### config.mk
export PLATFORM = sky130hd
export DESIGN_NAME = smem_dma
export DESIGN_NICKNAME = d
export VERILOG_FILES = /design/src/rtl/dma_pkg.sv /design/src/rtl/dma_addr_xlat.sv /design/src/rtl/dma_byte_xform.sv /design/src/rtl/dma_ctrl_regs.sv /design/src/rtl/smem_dma.sv
export SDC_FILE = /design/constraint.sdc
export NUM_CORES = 1
export LEC_CHECK = 0
export BUFFER_PORTS_ARGS = -buffer_cell sky130_fd_sc_hd__buf_4
export CELL_PAD_IN_SITES_DETAIL_PLACEMENT = 1
export CELL_PAD_IN_SITES_GLOBAL_PLACEMENT = 2
export CORE_MARGIN = 2
export CORE_UTILIZATION = 31
export DETAILED_ROUTE_END_ITERATION = 7
export GPL_ROUTABILITY_DRIVEN = 0
export HOLD_SLACK_MARGIN = 0.1
export PLACE_DENSITY_LB_ADDON = 0.1
export SETUP_SLACK_MARGIN = 0.05
export SLEW_MARGIN = 20
export SYNTH_ARGS = -nofsm -noshare
export SYNTH_HDL_FRONTEND = slang
export SYNTH_SLANG_ARGS = --single-unit
### constraint.sdc
create_clock -name clk -period 2.8 [get_ports clk]
set_clock_uncertainty 0.05 [all_clocks]
set_input_delay 0 -clock clk [delete_from_list [all_inputs] [get_ports clk]]
set_output_delay 0 -clock clk [all_outputs]
set_load 0.005 [all_outputs]
### src/rtl/dma_pkg.sv
package dma_pkg;

    typedef enum logic [1:0] {
        ST_IDLE,
        ST_MOVE,
        ST_FINISH
    } dma_state_e;

    localparam int BYTE_W      = 8;
    localparam int CTL_REQ     = 0;
    localparam int CTL_DIR     = 1;
    localparam int CTL_WIDE_RD = 2;
    localparam int CTL_TCIRQ   = 5;
    localparam int CTL_LOWRAW  = 6;
    localparam int CTL_INV     = 7;

endpackage

### src/rtl/dma_addr_xlat.sv
module dma_addr_xlat #(
    parameter int POS_W  = 16,
    parameter int FINE_W = 4,
    localparam int ADDR_W = POS_W + FINE_W
) (
    input  logic [POS_W-1:0]  pos,
    input  logic [FINE_W-1:0] fine,
    input  logic              wide,
    output logic [ADDR_W-1:0] addr
);
    localparam int MID_W = ADDR_W - 3 - FINE_W;
    localparam logic [ADDR_W-1:0] HI_MASK  = {2'b11, {(ADDR_W-2){1'b0}}};
    localparam logic [ADDR_W-1:0] MID_MASK = {3'b000, {MID_W{1'b1}}, {FINE_W{1'b0}}};

    logic [ADDR_W-1:0] raw;

    always_comb begin
        raw = {pos, {FINE_W{1'b0}}} + {{POS_W{1'b0}}, fine};
        if (wide) begin
            addr = (raw & HI_MASK) | ((raw & MID_MASK) << 1);
        end else begin
            addr = raw;
        end
    end
endmodule

### src/rtl/dma_byte_xform.sv
module dma_byte_xform
    import dma_pkg::*;
(
    input  logic [BYTE_W-1:0] din,
    input  logic              inv_en,
    input  logic              raw_en,
    input  logic              first,
    output logic [BYTE_W-1:0] dout
);
    logic flip;

    always_comb begin
        flip = inv_en && !(raw_en && first);
        dout = din ^ {flip, {(BYTE_W-1){1'b0}}};
    end
endmodule

### src/rtl/dma_ctrl_regs.sv
module dma_ctrl_regs
    import dma_pkg::*;
#(
    parameter int POS_W  = 16,
    parameter int FINE_W = 4,
    parameter int CNT_W  = 16
) (
    input  logic              clk,
    input  logic              rst_n,
    input  logic              ctrl_wr,
    input  logic [BYTE_W-1:0] ctrl_wdata,
    input  logic              ctrl_rd,
    input  logic              pos_wr,
    input  logic [POS_W-1:0]  pos_wdata,
    input  logic              fine_wr,
    input  logic [FINE_W-1:0] fine_wdata,
    input  logic              wide,
    input  logic              launch,
    input  logic [CNT_W-1:0]  launch_cnt,
    input  logic              tc_event,
    output logic              req_bit,
    output logic              dir_bit,
    output logic              lowraw_bit,
    output logic              inv_bit,
    output logic [POS_W-1:0]  pos_q,
    output logic [FINE_W-1:0] fine_q,
    output logic              pend_q,
    output logic [BYTE_W-1:0] rd_value
);
    localparam logic [BYTE_W-1:0] RD_CLR =
        ~((BYTE_W'(1) << CTL_WIDE_RD) | (BYTE_W'(1) << CTL_LOWRAW));

    logic [BYTE_W-1:0] ctrl_q, ctrl_d;
    logic [POS_W-1:0]  pos_d, pos_inc;
    logic [FINE_W-1:0] fine_d;
    logic              pend_d;

    assign pos_inc = POS_W'(launch_cnt >> FINE_W);

    always_comb begin
        ctrl_d = ctrl_q;
        if (ctrl_rd)  ctrl_d = ctrl_d & RD_CLR;
        if (tc_event) ctrl_d[CTL_REQ] = 1'b0;
        if (ctrl_wr)  ctrl_d = ctrl_wdata;

        pend_d = pend_q;
        if (ctrl_rd) pend_d = 1'b0;
        if (tc_event && ctrl_q[CTL_TCIRQ]) pend_d = 1'b1;

        pos_d  = pos_q;
        fine_d = fine_q;
        if (pos_wr)  pos_d  = pos_wdata;
        if (fine_wr) fine_d = fine_wdata;
        if (launch) begin
            pos_d  = pos_q + pos_inc;
            fine_d = fine_q + launch_cnt[FINE_W-1:0];
        end
    end

    always_ff @(posedge clk or negedge rst_n) begin
        if (!rst_n) begin
            ctrl_q <= '0;
            pend_q <= 1'b0;
            pos_q  <= '0;
            fine_q <= '0;
        end else begin
            ctrl_q <= ctrl_d;
            pend_q <= pend_d;
            pos_q  <= pos_d;
            fine_q <= fine_d;
        end
    end

    always_comb begin
        rd_value              = ctrl_q;
        rd_value[CTL_WIDE_RD] = ctrl_q[CTL_WIDE_RD] | wide;
        rd_value[CTL_LOWRAW]  = ctrl_q[CTL_LOWRAW] | pend_q;
    end

    assign req_bit    = ctrl_q[CTL_REQ];
    assign dir_bit    = ctrl_q[CTL_DIR];
    assign lowraw_bit = ctrl_q[CTL_LOWRAW];
    assign inv_bit    = ctrl_q[CTL_INV];
endmodule

### src/rtl/smem_dma.sv
module smem_dma
    import dma_pkg::*;
#(
    parameter int POS_W  = 16,
    parameter int FINE_W = 4,
    parameter int CNT_W  = 16,
    localparam int ADDR_W = POS_W + FINE_W
) (
    input  logic              clk,
    input  logic              rst_n,
    input  logic              ctrl_wr,
    input  logic [7:0]        ctrl_wdata,
    input  logic              ctrl_rd,
    output logic [7:0]        ctrl_rdata,
    input  logic              pos_wr,
    input  logic [POS_W-1:0]  pos_wdata,
    input  logic              fine_wr,
    input  logic [FINE_W-1:0] fine_wdata,
    input  logic              wide,
    input  logic              start,
    input  logic [CNT_W-1:0]  xfer_count,
    input  logic              tc,
    input  logic              in_valid,
    input  logic [7:0]        in_data,
    output logic              in_ready,
    output logic              out_valid,
    output logic [7:0]        out_data,
    input  logic              out_ready,
    output logic              mem_we,
    output logic              mem_re,
    output logic [ADDR_W-1:0] mem_addr,
    output logic [7:0]        mem_wdata,
    input  logic [7:0]        mem_rdata,
    input  logic              mem_ready,
    output logic [POS_W-1:0]  pos_q,
    output logic [FINE_W-1:0] fine_q,
    output logic              dreq,
    output logic              irq
);
    localparam int BYTES_W = CNT_W + 1;

    dma_state_e        state_q, state_d;
    logic [ADDR_W-1:0] addr_q, start_addr;
    logic [BYTES_W-1:0] rem_q, bytes_total;
    logic              hi_q, tc_q, dir_q, inv_q, raw_q, wide_q;
    logic              launch, beat, tc_event;
    logic              req_bit, dir_bit, lowraw_bit, inv_bit, pend_q;
    logic [7:0]        xf_in, xf_out;

    assign launch      = (state_q == ST_IDLE) && start;
    assign tc_event    = (state_q == ST_FINISH) && tc_q;
    assign bytes_total = wide ? {xfer_count, 1'b0} : {1'b0, xfer_count};

    dma_ctrl_regs #(
        .POS_W (POS_W),
        .FINE_W(FINE_W),
        .CNT_W (CNT_W)
    ) u_regs (
        .clk       (clk),
        .rst_n     (rst_n),
        .ctrl_wr   (ctrl_wr),
        .ctrl_wdata(ctrl_wdata),
        .ctrl_rd   (ctrl_rd),
        .pos_wr    (pos_wr),
        .pos_wdata (pos_wdata),
        .fine_wr   (fine_wr),
        .fine_wdata(fine_wdata),
        .wide      (wide),
        .launch    (launch),
        .launch_cnt(xfer_count),
        .tc_event  (tc_event),
        .req_bit   (req_bit),
        .dir_bit   (dir_bit),
        .lowraw_bit(lowraw_bit),
        .inv_bit   (inv_bit),
        .pos_q     (pos_q),
        .fine_q    (fine_q),
        .pend_q    (pend_q),
        .rd_value  (ctrl_rdata)
    );

    dma_addr_xlat #(
        .POS_W (POS_W),
        .FINE_W(FINE_W)
    ) u_xlat (
        .pos (pos_q),
        .fine(fine_q),
        .wide(wide),
        .addr(start_addr)
    );

    assign xf_in = dir_q ? mem_rdata : in_data;

    dma_byte_xform u_xform (
        .din   (xf_in),
        .inv_en(inv_q && !dir_q),
        .raw_en(raw_q),
        .first (!hi_q),
        .dout  (xf_out)
    );

    // state register
    always_ff @(posedge clk or negedge rst_n) begin
        if (!rst_n) state_q <= ST_IDLE;
        else        state_q <= state_d;
    end

    // next state
    always_comb begin
        state_d = state_q;
        unique case (state_q)
            ST_IDLE: begin
                if (launch) state_d = (bytes_total == '0) ? ST_FINISH : ST_MOVE;
            end
            ST_MOVE: begin
                if (beat && rem_q == BYTES_W'(1)) state_d = ST_FINISH;
            end
            ST_FINISH: state_d = ST_IDLE;
            default:   state_d = ST_IDLE;
        endcase
    end

    // outputs
    always_comb begin
        in_ready  = 1'b0;
        out_valid = 1'b0;
        mem_we    = 1'b0;
        mem_re    = 1'b0;
        beat      = 1'b0;
        unique case (state_q)
            ST_MOVE: begin
                if (dir_q) begin
                    mem_re    = out_ready;
                    out_valid = mem_ready;
                    beat      = out_ready && mem_ready;
                end else begin
                    mem_we    = in_valid;
                    in_ready  = mem_ready;
                    beat      = in_valid && mem_ready;
                end
            end
            default: ;
        endcase
    end

    // transfer datapath
    always_ff @(posedge clk or negedge rst_n) begin
        if (!rst_n) begin
            addr_q <= '0;
            rem_q  <= '0;
            hi_q   <= 1'b0;
            tc_q   <= 1'b0;
            dir_q  <= 1'b0;
            inv_q  <= 1'b0;
            raw_q  <= 1'b0;
            wide_q <= 1'b0;
        end else if (launch) begin
            addr_q <= start_addr;
            rem_q  <= bytes_total;
            hi_q   <= 1'b0;
            tc_q   <= tc;
            dir_q  <= dir_bit;
            inv_q  <= inv_bit;
            raw_q  <= lowraw_bit;
            wide_q <= wide;
        end else if (beat) begin
            addr_q <= addr_q + ADDR_W'(1);
            rem_q  <= rem_q - BYTES_W'(1);
            hi_q   <= wide_q && !hi_q;
        end
    end

    assign mem_addr  = addr_q;
    assign mem_wdata = xf_out;
    assign out_data  = xf_out;
    assign dreq      = req_bit;
    assign irq       = pend_q;
endmodule

# Word level (Yosys, flattened, before mapping)
# Cells that the tools add are included.
op_classes:
  n_addsub: 5
  eq_ne: 5
  mux: 32
  bitwise: 4
  reduce_logical: 22
ops:
  columns: ["operator", "count"]
  rows:
  - ["$mux 20", 3]
  - ["$mux 17", 3]
  - ["$mux 16", 2]
  - ["$add 20x1->20 const B", 1]
  - ["$add 20x4->20", 1]
  - ["$or 20x18->20", 1]
  - ["$eq 17x1->1 const B", 1]
  - ["$logic_not 17->1", 1]
  - ["$sub 17x1->17 const B", 1]
  - ["$add 16x12->16", 1]
  - ["$mux 8", 2]
  - ["$mux 1", 15]
  - ["$reduce_bool 2->1", 6]
  - ["$logic_and 1x1->1", 10]
  - ["$mux 4", 2]
  - ["$xor 8x8->8", 1]
  - ["$mux 7", 1]
  - ["$mux 2", 3]
  - ["$add 4x4->4", 1]
  - ["$ne 2x2->1 const B", 2]
  - ["$pmux 2 s2", 1]
  - ["$logic_not 1->1", 3]
  - ["$eq 2x1->1 const B", 1]
  - ["$eq 2x2->1 const B", 1]
  - ["3 further kinds", 4]
word_totals:
  register_bits: 74
  input_bits: 72

# Longest topological paths before layout
# Gate-level depths: netlist of the first run.
logic_depth:
  ltp_word: 6
  ltp_mapped: 8

# Modules after synthesis
# From an unflattened synthesis of the first run, not the netlist that was laid out.
unflattened:
  hier_cells: 572
  hier_area_um2: 5285.1
modules_own_cells:
  columns: ["mod", "n_inst", "cells_per_inst", "area_each_um2", "seq_area_each_um2"]
  rows:
  - ["smem_dma", 1, 324, 2860.2, 1126.1]
  - ["dma_ctrl_regs", 1, 217, 2097.0, 725.7]
  - ["dma_addr_xlat", 1, 22, 255.2, 0.0]
  - ["dma_byte_xform", 1, 9, 72.6, 0.0]

# Least setup slack after synthesis of the first run
# No wires, ideal clock.
synth_timing:
  path_type: "register to register"
  start: "reg rem_q[3]"
  end: "reg rem_q[13]"
  setup_ns: 0.138
  t_arrival_ns: 2.044
  required_ns: 2.612
  setup_slack_ns: 0.568
  path_stages_with_launch: 7
  synth_period_minus_slack_ns: 2.232
  cell_sequence: "dfrtp_1 or4_1 buf_2 or4_4 or4_1 nand3_1 o221ai_1"
synth_between:
  elab_chain_cells: 3
synth_lines:
  columns: ["element", "line", "source"]
  rows:
  - ["start: declaration", "smem_dma.sv:44", "logic [BYTES_W-1:0] rem_q, bytes_total;"]
  - ["start signal: assignment", "smem_dma.sv:159", "rem_q <= bytes_total;"]
  - ["start signal: assignment", "smem_dma.sv:168", "rem_q <= rem_q - BYTES_W'(1);"]
  - ["$sub 17x1->17", "smem_dma.sv:168", null]
  - ["$mux 17", "smem_dma.sv:166", "end else if (beat) begin"]
  - ["$mux 17", "smem_dma.sv:157", "end else if (launch) begin"]
# Every way passes these cells. The select of a mux whose other input is x is not followed.
# A chain may end at the register's enable or synchronous reset.

# Final worst setup path of the first run
layout_timing:
  start: "reg rem_q[8]"
  end: "reg rem_q[15]"
# Same word-level chain as after synthesis.

==> results of run 1 <==
## kinds of logic (layout without fill, tap and decap cells)
group	count (synthesis)	in the layout	synth area share, %
multiplexers	37	37	7.94
XOR/XNOR	32	32	5.74
AND/OR/NAND/NOR	189	189	19.2
adder cells (fa/ha/maj)	20	20	5.43
AO/OA/AOI/OAI	143	143	18.7
flip-flops	74	74	37.9
buffers and inverters	52	245	5.12
## power breakdown
| part | internal, mW | switching [mW] | leakage [nW] |
|---|---|---|---|
| registers | 1.53 | 0.615 | 0.887 |
| clock network | 0.626 | 0.490 | 0.137 |
| logic | 1.58 | 1.46 | 2.09 |
| total | 3.74 | 2.57 | 3.11 |
## critical path: cells and delay by family, from the launching register on
kind               cells  cell delay (ps)
AOI/OAI and AO/OA      1              100
DFF                    1              410
and+or+nand+nor        5             1760
## area by class of cell
type | count | area (µm²) | share of cell area (%)
Clock buffer | 12 | 246 | 3.50
Tap cell | 211 | 264 | 3.75
Inverter | 11 | 41.3 | 0.587
Timing Repair Buffer | 218 | 1820 | 25.8
Multi-Input combinational cell | 421 | 2790 | 39.6
Clock inverter | 4 | 27.5 | 0.391
Sequential cell | 74 | 1850 | 26.3
## per-stage QoR
step           power, mW  area [µm²]  cells  hold WS [ps]  utilization [%]
6_report            6.30        7030    951           107             45.9
5_1_grt             6.84        7030    951           104             45.9
4_1_cts             6.36        7030    951           102             45.9
3_5_place_dp        5.06        6060    865           152             39.5
3_3_place_gp        4.97        6060    865           146             39.5
2_1_floorplan       3.78        4890    547          -346                -
## synth_stat cells (4+ instances only)
master and n:
dfrtp_1 74, nand2_1 57, a21oi_1 39, nor2_1 38, o21ai_0 35, mux2i_1 23, nand3_1 23, clkbuf_1 21
xnor2_1 21, a211oi_1 20, ha_1 18, nor2b_1 15, buf_4 14, mux2_2 14, xor2_1 11, inv_1 10
nor3_1 9, nand4_1 8, a21o_1 7, o211ai_1 7, and3_1 5, nand2b_1 5, nor4_1 5, or4_1 5
a31oi_1 4, buf_1 4, o22ai_1 4, or3_1 4
## flip-flops by register name, summed over array words and instances (netlist names), 2 cells and up
signal / flops
mem_addr: 20
rem_q: 17
u_regs.pos_q: 16
u_regs.ctrl_q: 8
u_regs.fine_q: 4
state_q: 2
## per-layer routing
metal,GRT usage (%),wire length [µm],up-vias
met1,29.1,8060,2419
li1,-,-,2349
met2,33.4,7910,116
met4,5.06,183,0
met5,0,0,-
met3,4.00,750,14
## what timing repair did
item / in CTS / in global routing
setup endpoints to repair: 0 / 0
hold buffers: 70 / 0
hold endpoints to repair: 123 / 0
## how the worst max path moves through the flow
stage	cells after the start	slack [ps]	start	end
after floorplan	6	570	rem_q[3]	rem_q[13]
after global placement	5	490	rem_q[3]	rem_q[13]
after detailed placement	6	380	rem_q[8]	rem_q[13]
after CTS	6	360	rem_q[8]	rem_q[13]
after global routing	6	150	rem_q[8]	rem_q[13]
final	6	340	rem_q[8]	rem_q[15]
==> impl_metrics.ini, run 1 <==
[global_route]
grt_pass1_wl_um = 26800
track_usage_pct = 20.8
antenna_found_initial = 0
grt_max_degree = 75
grt_overflow = 0
grt_pass1_vias = 5114

[flow_run]
drv_cap = 0

[timing]
finalCriticalPeriod_ps = 2460
period_share_pct = 88.0
layout_setup_ws_ps = 336
finalSetupViolations = 0
worst_slew_pin_slew_ps = 720
fmax_ghz = 0.406
finalSetupTns_ps = 0
slew_violations = 0
rsz0062_at_grt = false
relSlewSlack_pct = 52.0
hold_violations = 0

[logic_synthesis]
synth.distinct_cells = 56
synth_top_area_share_pct = 37.9
synth_area_per_cell_um2 = 8.93
ys.flop_type = dfrtp_1
synth_edf_count = 0
synth_fp_nets = 639
syn_area_um2 = 4890
yosys-top-cells-area = dfrtp_1, mux2i_1, ha_1
async_flop_share_pct = 100
yosysTopAreaCell = dfrtp_1
ys_seq_area_share_pct = 37.9
ys_ff_latch = 74
yosysWarnings = 0
synth_cells = 547

[critical_path]
reg2reg_to = rem_q[15]
cp-end-kind = flip-flop
crit_fanout = 4
path_class = flip-flop to flip-flop
ff2ff_path_depth = 6
ff2ff_setup_slack_ps = 340
cp.arrival_ps = 2630
crit_chain = nor4_1, nand2b_1, or4_4, or4_1, nand3_1, o221ai_1
cp-start-kind = flip-flop
cp.required_ps = 2960
critPathMaxStageDelay_ps = 530
r2r_start = rem_q[8]
slowest_stage = or4_4

[pwr]
powerDensity_nw_per_um2 = 896
p_leak_nw = 3.11
peakVddDrop_v = 0.000379

[placed_design]
io_buffer_count = 141
pre_cts_slack_ps = 377
hpwl_um = 11900

[min_path]
hold_path_depth = 3
hold_end = u_regs.pos_q[7]
hold_path_class = input port to flip-flop
min_from = pos_wr

[clocking]
clkSlewWorstSetupHoldPaths_ps = 60
cts.path.max_buffers = 2
cts_made_buffers = 9
clk_latency_ps = 350
post_cts_resized = 0
root_buffer = clkbuf_16
post_cts_buffers = 0
tritoncts = built
ctsHtreeMaxLevel = 3
cts.sinks = 74

[floorplan]
die-area_um2 = 16800
rows = 45
ios = 142
core-area_um2 = 15300
die_w_um = 130
initial_utilization_pct = 31.9
die_h_um = 130

[routing]
dr.pass1.iters = 4
drt_iter0_markers = 232
ant_nets = 0
vias = 4898
vias_per_cell = 5.15
drc_errors = 0
drt-total-wl_um = 16900
routedWlPerCell_um = 17.8

[final_layout]
insertedDiodeCount = 0
layout_commonest_cell = buf_4
final_nets = 827
nFillCells = 1809
layout_common_cells = buf_4, dfrtp_1, dlygate4sd3_1, nand2_1, a21oi_1
syn2layout_area_growth_pct = 44.0
drive_gt1_share_pct = 25.0

[status]
status = finished, final reports clean
No activity file was read; power rests on OpenSTA's default activity.
==> run 2, diff against run 1 <==
CORE_UTILIZATION = 32   (was 31)
RECOVER_POWER = 50   (was unset)
SYNTH_HIERARCHICAL = 1   (was unset)
==> run 2 against run 1 <==
Effect of this change: the run now ends with capacitance limit, slew limit left; critical endpoint is now u_regs/fine_q[1]; largest cell class unchanged; sequential cell count stayed put; via count is 2.9% higher; combinational power is 7.2% higher.
==> impl_metrics.ini, run 2 <==
[clocking]
clk_latency_ps = 340
clkSlewWorstSetupHoldPaths_ps = 60
cts_made_buffers = 9
cts.sinks = 74
ctsHtreeMaxLevel = 3
cts.path.max_buffers = 2
root_buffer = clkbuf_16
tritoncts = built

[pwr]
pwr-share-clk_pct = 19.5
p_seq_share_pct = 32.1
switching_share_pct = 40.4
powerDensity_nw_per_um2 = 920
p_leak_nw = 3.31
p_comb_share_pct = 48.3
p_int_mw = 4.02
peakVddDrop_v = 0.000351
p_sw_mw = 2.72

[flow_run]
drv_cap = 1

[global_route]
track_usage_pct = 20.8
grt.busiest_layer = met2
grt_pass1_wl_um = 29300
use_met3_pct = 3.18
antenna_found_initial = 0
use_met1_pct = 28.1
grt.met2_usage_pct = 34.6
grt_pass1_vias = 5411
grt_max_degree = 75
grt_overflow = 0

[logic_synthesis]
synth.distinct_cells = 77
synth_cells = 572
yosysWarnings = 6
synth_top_area_share_pct = 35.0
yosys-top-cells-area = dfrtp_1, mux2_2, mux2i_1
synth_edf_count = 0
ys_ff_latch = 74
async_flop_share_pct = 100
ys_seq_area_share_pct = 35.0
ys.flop_type = dfrtp_1
synth_common_cells = dfrtp_1, nand2_1, a21oi_1
post-synth-top-count-cell = dfrtp_1
synth_fp_nets = 664
syn_area_um2 = 5290
yosysTopAreaCell = dfrtp_1
synth_area_per_cell_um2 = 9.24

[critical_path]
ff2ff_setup_slack_ps = 260
cp.required_ps = 3020
crit_fanout = 19
cp.arrival_ps = 2770
cp-end-kind = flip-flop
crit_family = buffers and inverters
reg2reg_to = u_regs/fine_q[1]
slowest_stage = dlygate4sd3_1
critPathMaxStageDelay_ps = 570
r2r_start = state_q[0]
crit_top_cell = dlygate4sd3_1
cp-start-kind = flip-flop
cp.buffers_inverters = 4
crit_chain = nor2_1, nand2_1, inv_4, clkinvlp_4, o211a_1, dlygate4sd3_1, a21oi_1, dlygate4sd3_1
ff2ff_path_depth = 8
path_class = flip-flop to flip-flop

[final_layout]
nFillCells = 1879
final_nets = 839
layout_commonest_cell = buf_4
largest_register_ff_count = 20
finalNonFillerCells = 968
multi_input_area_um2 = 3020
syn2layout_area_growth_pct = 38.8
layout_common_cells = buf_4, dfrtp_1, nand2_1, dlygate4sd3_1, a21oi_1
seqCellArea_um2 = 1850
stdcell_area_um2 = 7330
drive_gt1_share_pct = 29.8
insertedDiodeCount = 0

[timing]
period_share_pct = 90.9
finalSetupViolations = 0
finalCriticalPeriod_ps = 2540
relSlewSlack_pct = -34.0
slew_violations = 75
worst_slew_pin_slew_ps = 2010
rsz0062_at_grt = false
hold_violations = 0
finalSetupTns_ps = 0
fmax_ghz = 0.393

[status]
violations = capacitance limit, slew limit
status = finished, violations left

[floorplan]
ios = 142
die-area_um2 = 17600
die_w_um = 133
rows = 46
die_h_um = 133
initial_utilization_pct = 33.0
core-area_um2 = 16000

[routing]
vias = 5041
routedWlPerCell_um = 18.5
drt-total-wl_um = 17900
drt_iter0_markers = 221
drc_errors = 0
vias_per_cell = 5.21
dr.pass1.iters = 4
ant_nets = 0

[placed_design]
placed_area_um2 = 6330
dp_cells = 884
io_buffer_count = 141
hpwl_um = 12800

[min_path]
hold_path_class = input port to flip-flop
hold_end = u_regs/pos_q[6]
hold_path_depth = 3
min_from = pos_wr
## run 2: cell types whose count changed in the layout (fill, tap and decap cells not counted), moves of 9 or more
cell      change
nor2b_1      -10
inv_1         +9
mux2_2       +11
xnor2_1      -13
a211oi_1     -13
clkbuf_4     +32
nand2_1      +12
buf_4        -33
## run 2: what timing repair did
| action | CTS | global route |
|---|---|---|
| buffers inserted | 0 | 2 |
| hold endpoints to repair | 117 | 0 |
| hold buffers | 66 | 0 |
| setup endpoints to repair | 0 | 1 |
| gates resized for setup | 0 | 3 |
## run 2: power by group through the flow
stage          Combinational (mW)  Clock, mW  Sequential [mW]
2_1_floorplan                2.09          0             1.97
3_3_place_gp                 3.06          0             2.15
3_5_place_dp                 3.12          0             2.19
4_1_cts                      3.30       1.36             2.17
5_1_grt                      3.62       1.39             2.27
6_report                     3.26       1.32             2.17
## run 2: cells by family (layout without fill, tap and decap cells)
group	after synthesis	after routing	share of synthesized area [%]
AO/OA/AOI/OAI	135	135	17.3
XOR/XNOR	26	26	4.31
adder cells (fa/ha/maj)	20	20	5.02
buffers and inverters	73	253	7.91
flip-flops	74	74	35.0
multiplexers	56	56	11.7
AND/OR/NAND/NOR	188	188	18.8
## run 2: worst max-delay path by stage
stage	endpoint	cells past startpoint	from	slack [ps]
3_3_place_gp	u_regs/pos_q[10]	8	u_regs/pos_q[0]	380
2_1_floorplan	u_regs/pos_q[10]	8	u_regs/pos_q[0]	500
4_1_cts	u_regs/fine_q[1]	8	state_q[0]	100
3_5_place_dp	u_regs/pos_q[10]	8	u_regs/pos_q[0]	290
5_1_grt	u_regs/fine_q[1]	8	state_q[0]	80
6_report	u_regs/fine_q[1]	8	state_q[0]	260
## run 2: cell type report
class                      count  share of cell area, %
multi-input combinational    425                   41.1
sequential                    74                   25.2
timing repair buffer         216                   24.2
tap                          216                   3.68
clock buffer                  12                   3.63
inverter                      21                   1.16
clock inverter                 4                  0.989
## run 2: per-stage QoR
stage	worst slack, ps	util, %	total power, mW	hold WS, ps
after CTS	101	45.8	6.83	103
after global routing	79.4	45.8	7.28	135
after detailed placement	295	39.5	5.30	159
final	256	45.8	6.75	109
after global placement	383	39.5	5.21	146
after floorplan	504	-	4.06	-346
## run 2: tightest hold or removal path, stage by stage
cell and delay, ps:
buf_4 200, mux2i_1 160, o21ai_0 80
## run 2: metal layers
metal | up-vias | share of wire, %
met5 | - | 0
met1 | 2489 | 46
li1 | 2400 | -
met2 | 134 | 48
met3 | 18 | 4.4
met4 | 0 | 1.3
==> run 3, diff against run 2 <==
CELL_PAD_IN_SITES_DETAIL_PLACEMENT = unset   (was 1)
CELL_PAD_IN_SITES_GLOBAL_PLACEMENT = unset   (was 2)
CORE_UTILIZATION = 35   (was 32)
PLACE_DENSITY_LB_ADDON = unset   (was 0.1)
==> run 3 against run 2 <==
Effect of this change: the run still ends with capacitance limit, slew limit left; total power down 1.4%; via count up 0.95%; fmax down 1.7%; non-clock buffer count up 9; largest cell class unchanged; global-route usage down 0.51 points; critical path type unchanged.
==> impl_metrics.ini, run 3 (synthesis results as in run 2) <==
[status]
status = finished, violations left
violations = capacitance limit, slew limit

[final_layout]
drive_gt1_share_pct = 28.4
seqCellArea_um2 = 1850
layout_common_cells = buf_4, dlygate4sd3_1, dfrtp_1, nand2_1, a21oi_1
syn2layout_area_growth_pct = 39.1
layout_commonest_cell = buf_4
final_nets = 848
finalNonFillerCells = 945
nFillCells = 1385
insertedDiodeCount = 0
largest_register_ff_count = 20
multi_input_area_um2 = 3020

[critical_path]
cp.arrival_ps = 2820
r2r_start = state_q[0]
crit_start = state_q[0]
path_class = flip-flop to flip-flop
cp.required_ps = 3030
crit_fanout = 14
cp-start-kind = flip-flop
cp-end-kind = flip-flop

[floorplan]
die_w_um = 127
die_h_um = 127
rows = 44
die-area_um2 = 16100
initial_utilization_pct = 36.1
ios = 142
core-area_um2 = 14600

[routing]
dr.pass1.iters = 5
drt-total-wl_um = 16400
vias_per_cell = 5.39
routedWlPerCell_um = 17.3
drt_iter0_markers = 253
drc_errors = 0
vias = 5089
ant_nets = 0

[pwr]
design_power_total_mw = 6.66
peakVddDrop_v = 0.000451
powerDensity_nw_per_um2 = 905
p_leak_nw = 3.32

[timing]
layout_setup_ws_ps = 212
fmax_ghz = 0.386
hold_violations = 0
rsz0062_at_grt = false
finalCriticalPeriod_ps = 2590
period_share_pct = 92.4
relSlewSlack_pct = -31.2
worst_slew_pin_slew_ps = 1970
finalSetupTns_ps = 0
finalSetupViolations = 0
slew_violations = 75

[placed_design]
io_buffer_count = 141
pre_cts_slack_ps = 315
hpwl_um = 11600
dp_cells = 852

[min_path]
min_from = pos_wr
hold_path_class = input port to flip-flop

[clocking]
clkSlewWorstSetupHoldPaths_ps = 60
post_cts_resized = 0
ctsHtreeMaxLevel = 3
cts_made_buffers = 9
cts.path.max_buffers = 2
root_buffer = clkbuf_16
cts.sinks = 74
clk_latency_ps = 340
tritoncts = built

[global_route]
grt_overflow = 0
grt_pass1_vias = 5175
antenna_found_initial = 0
grt_max_degree = 75
track_usage_pct = 20.3
grt_pass1_wl_um = 26000

[flow_run]
drv_cap = 1
-- run 3: cell types whose count changed in the layout (fill, tap and decap cells not counted), moves of 2 or more --
cell / previous run / this run
dlygate4sd3_1: 66 / 77
clkbuf_1: 3 / 8
clkbuf_4: 32 / 28
clkinvlp_4: 2 / 0
-- run 3: report_power, final --
part | switching, mW | total, mW | leakage (nW) | internal, mW
clock | 0.459 | 1.25 | 0.156 | 0.789
combinational | 1.63 | 3.29 | 2.27 | 1.66
sequential | 0.591 | 2.11 | 0.901 | 1.52
total | 2.68 | 6.66 | 3.32 | 3.98
-- run 3: final cells by class --
type / count / area share [%]
Clock buffer: 15 / 3.91
Timing Repair Buffer: 225 / 25.3
Inverter: 21 / 1.07
Multi-Input combinational cell: 425 / 41.0
Sequential cell: 74 / 25.2
Tap cell: 184 / 3.13
Clock inverter: 1 / 0.409
-- run 3: routing by layer --
metal / global-route usage, % / vias up / wire length (µm)
met1: 26.0 / 2461 / 7340
met2: 33.7 / 185 / 7600
li1: - / 2417 / -
met4: 8.08 / 0 / 379
met3: 4.18 / 26 / 1070
met5: 0 / - / 0
-- run 3: repair_timing --
item | in CTS | in global routing
hold buffers | 77 | 0
endpoints found under the hold margin | 120 | 0
setup buffers | 0 | 0
setup endpoints to repair | 0 | 0
-- run 3: worst max-delay path: stages, from the launching register on --
cell           delay [ps]
dfrtp_1               410
nor2_1                100
nand2_1               100
inv_2                 240
inv_1                 220
o211a_1               160
dlygate4sd3_1         560
a21oi_1               130
dlygate4sd3_1         560
-- run 3: metrics by stage --
stage	hold slack [ps]	area [µm²]	utilization [%]
final	120	7350	50.2
after CTS	103	7380	50.4
after detailed placement	156	6290	42.9
after global placement	146	6290	42.9
after floorplan	-346	5290	-
after global routing	136	7350	50.2
-- run 3: final timing paths --
| kind | to | slack [ps] | cells past startpoint |
|---|---|---|---|
| worst max-delay path | u_regs/fine_q[1] | 210 | 8 |
| min in group asynchronous | u_regs/fine_q[2] | 660 | 2 |
| max in group asynchronous | u_regs/pend_q | 850 | 2 |
| worst min register to register | inv_q | 420 | 2 |
| worst max register to register | u_regs/fine_q[1] | 210 | 8 |
| worst min-delay path | u_regs/pos_q[9] | 120 | 3 |
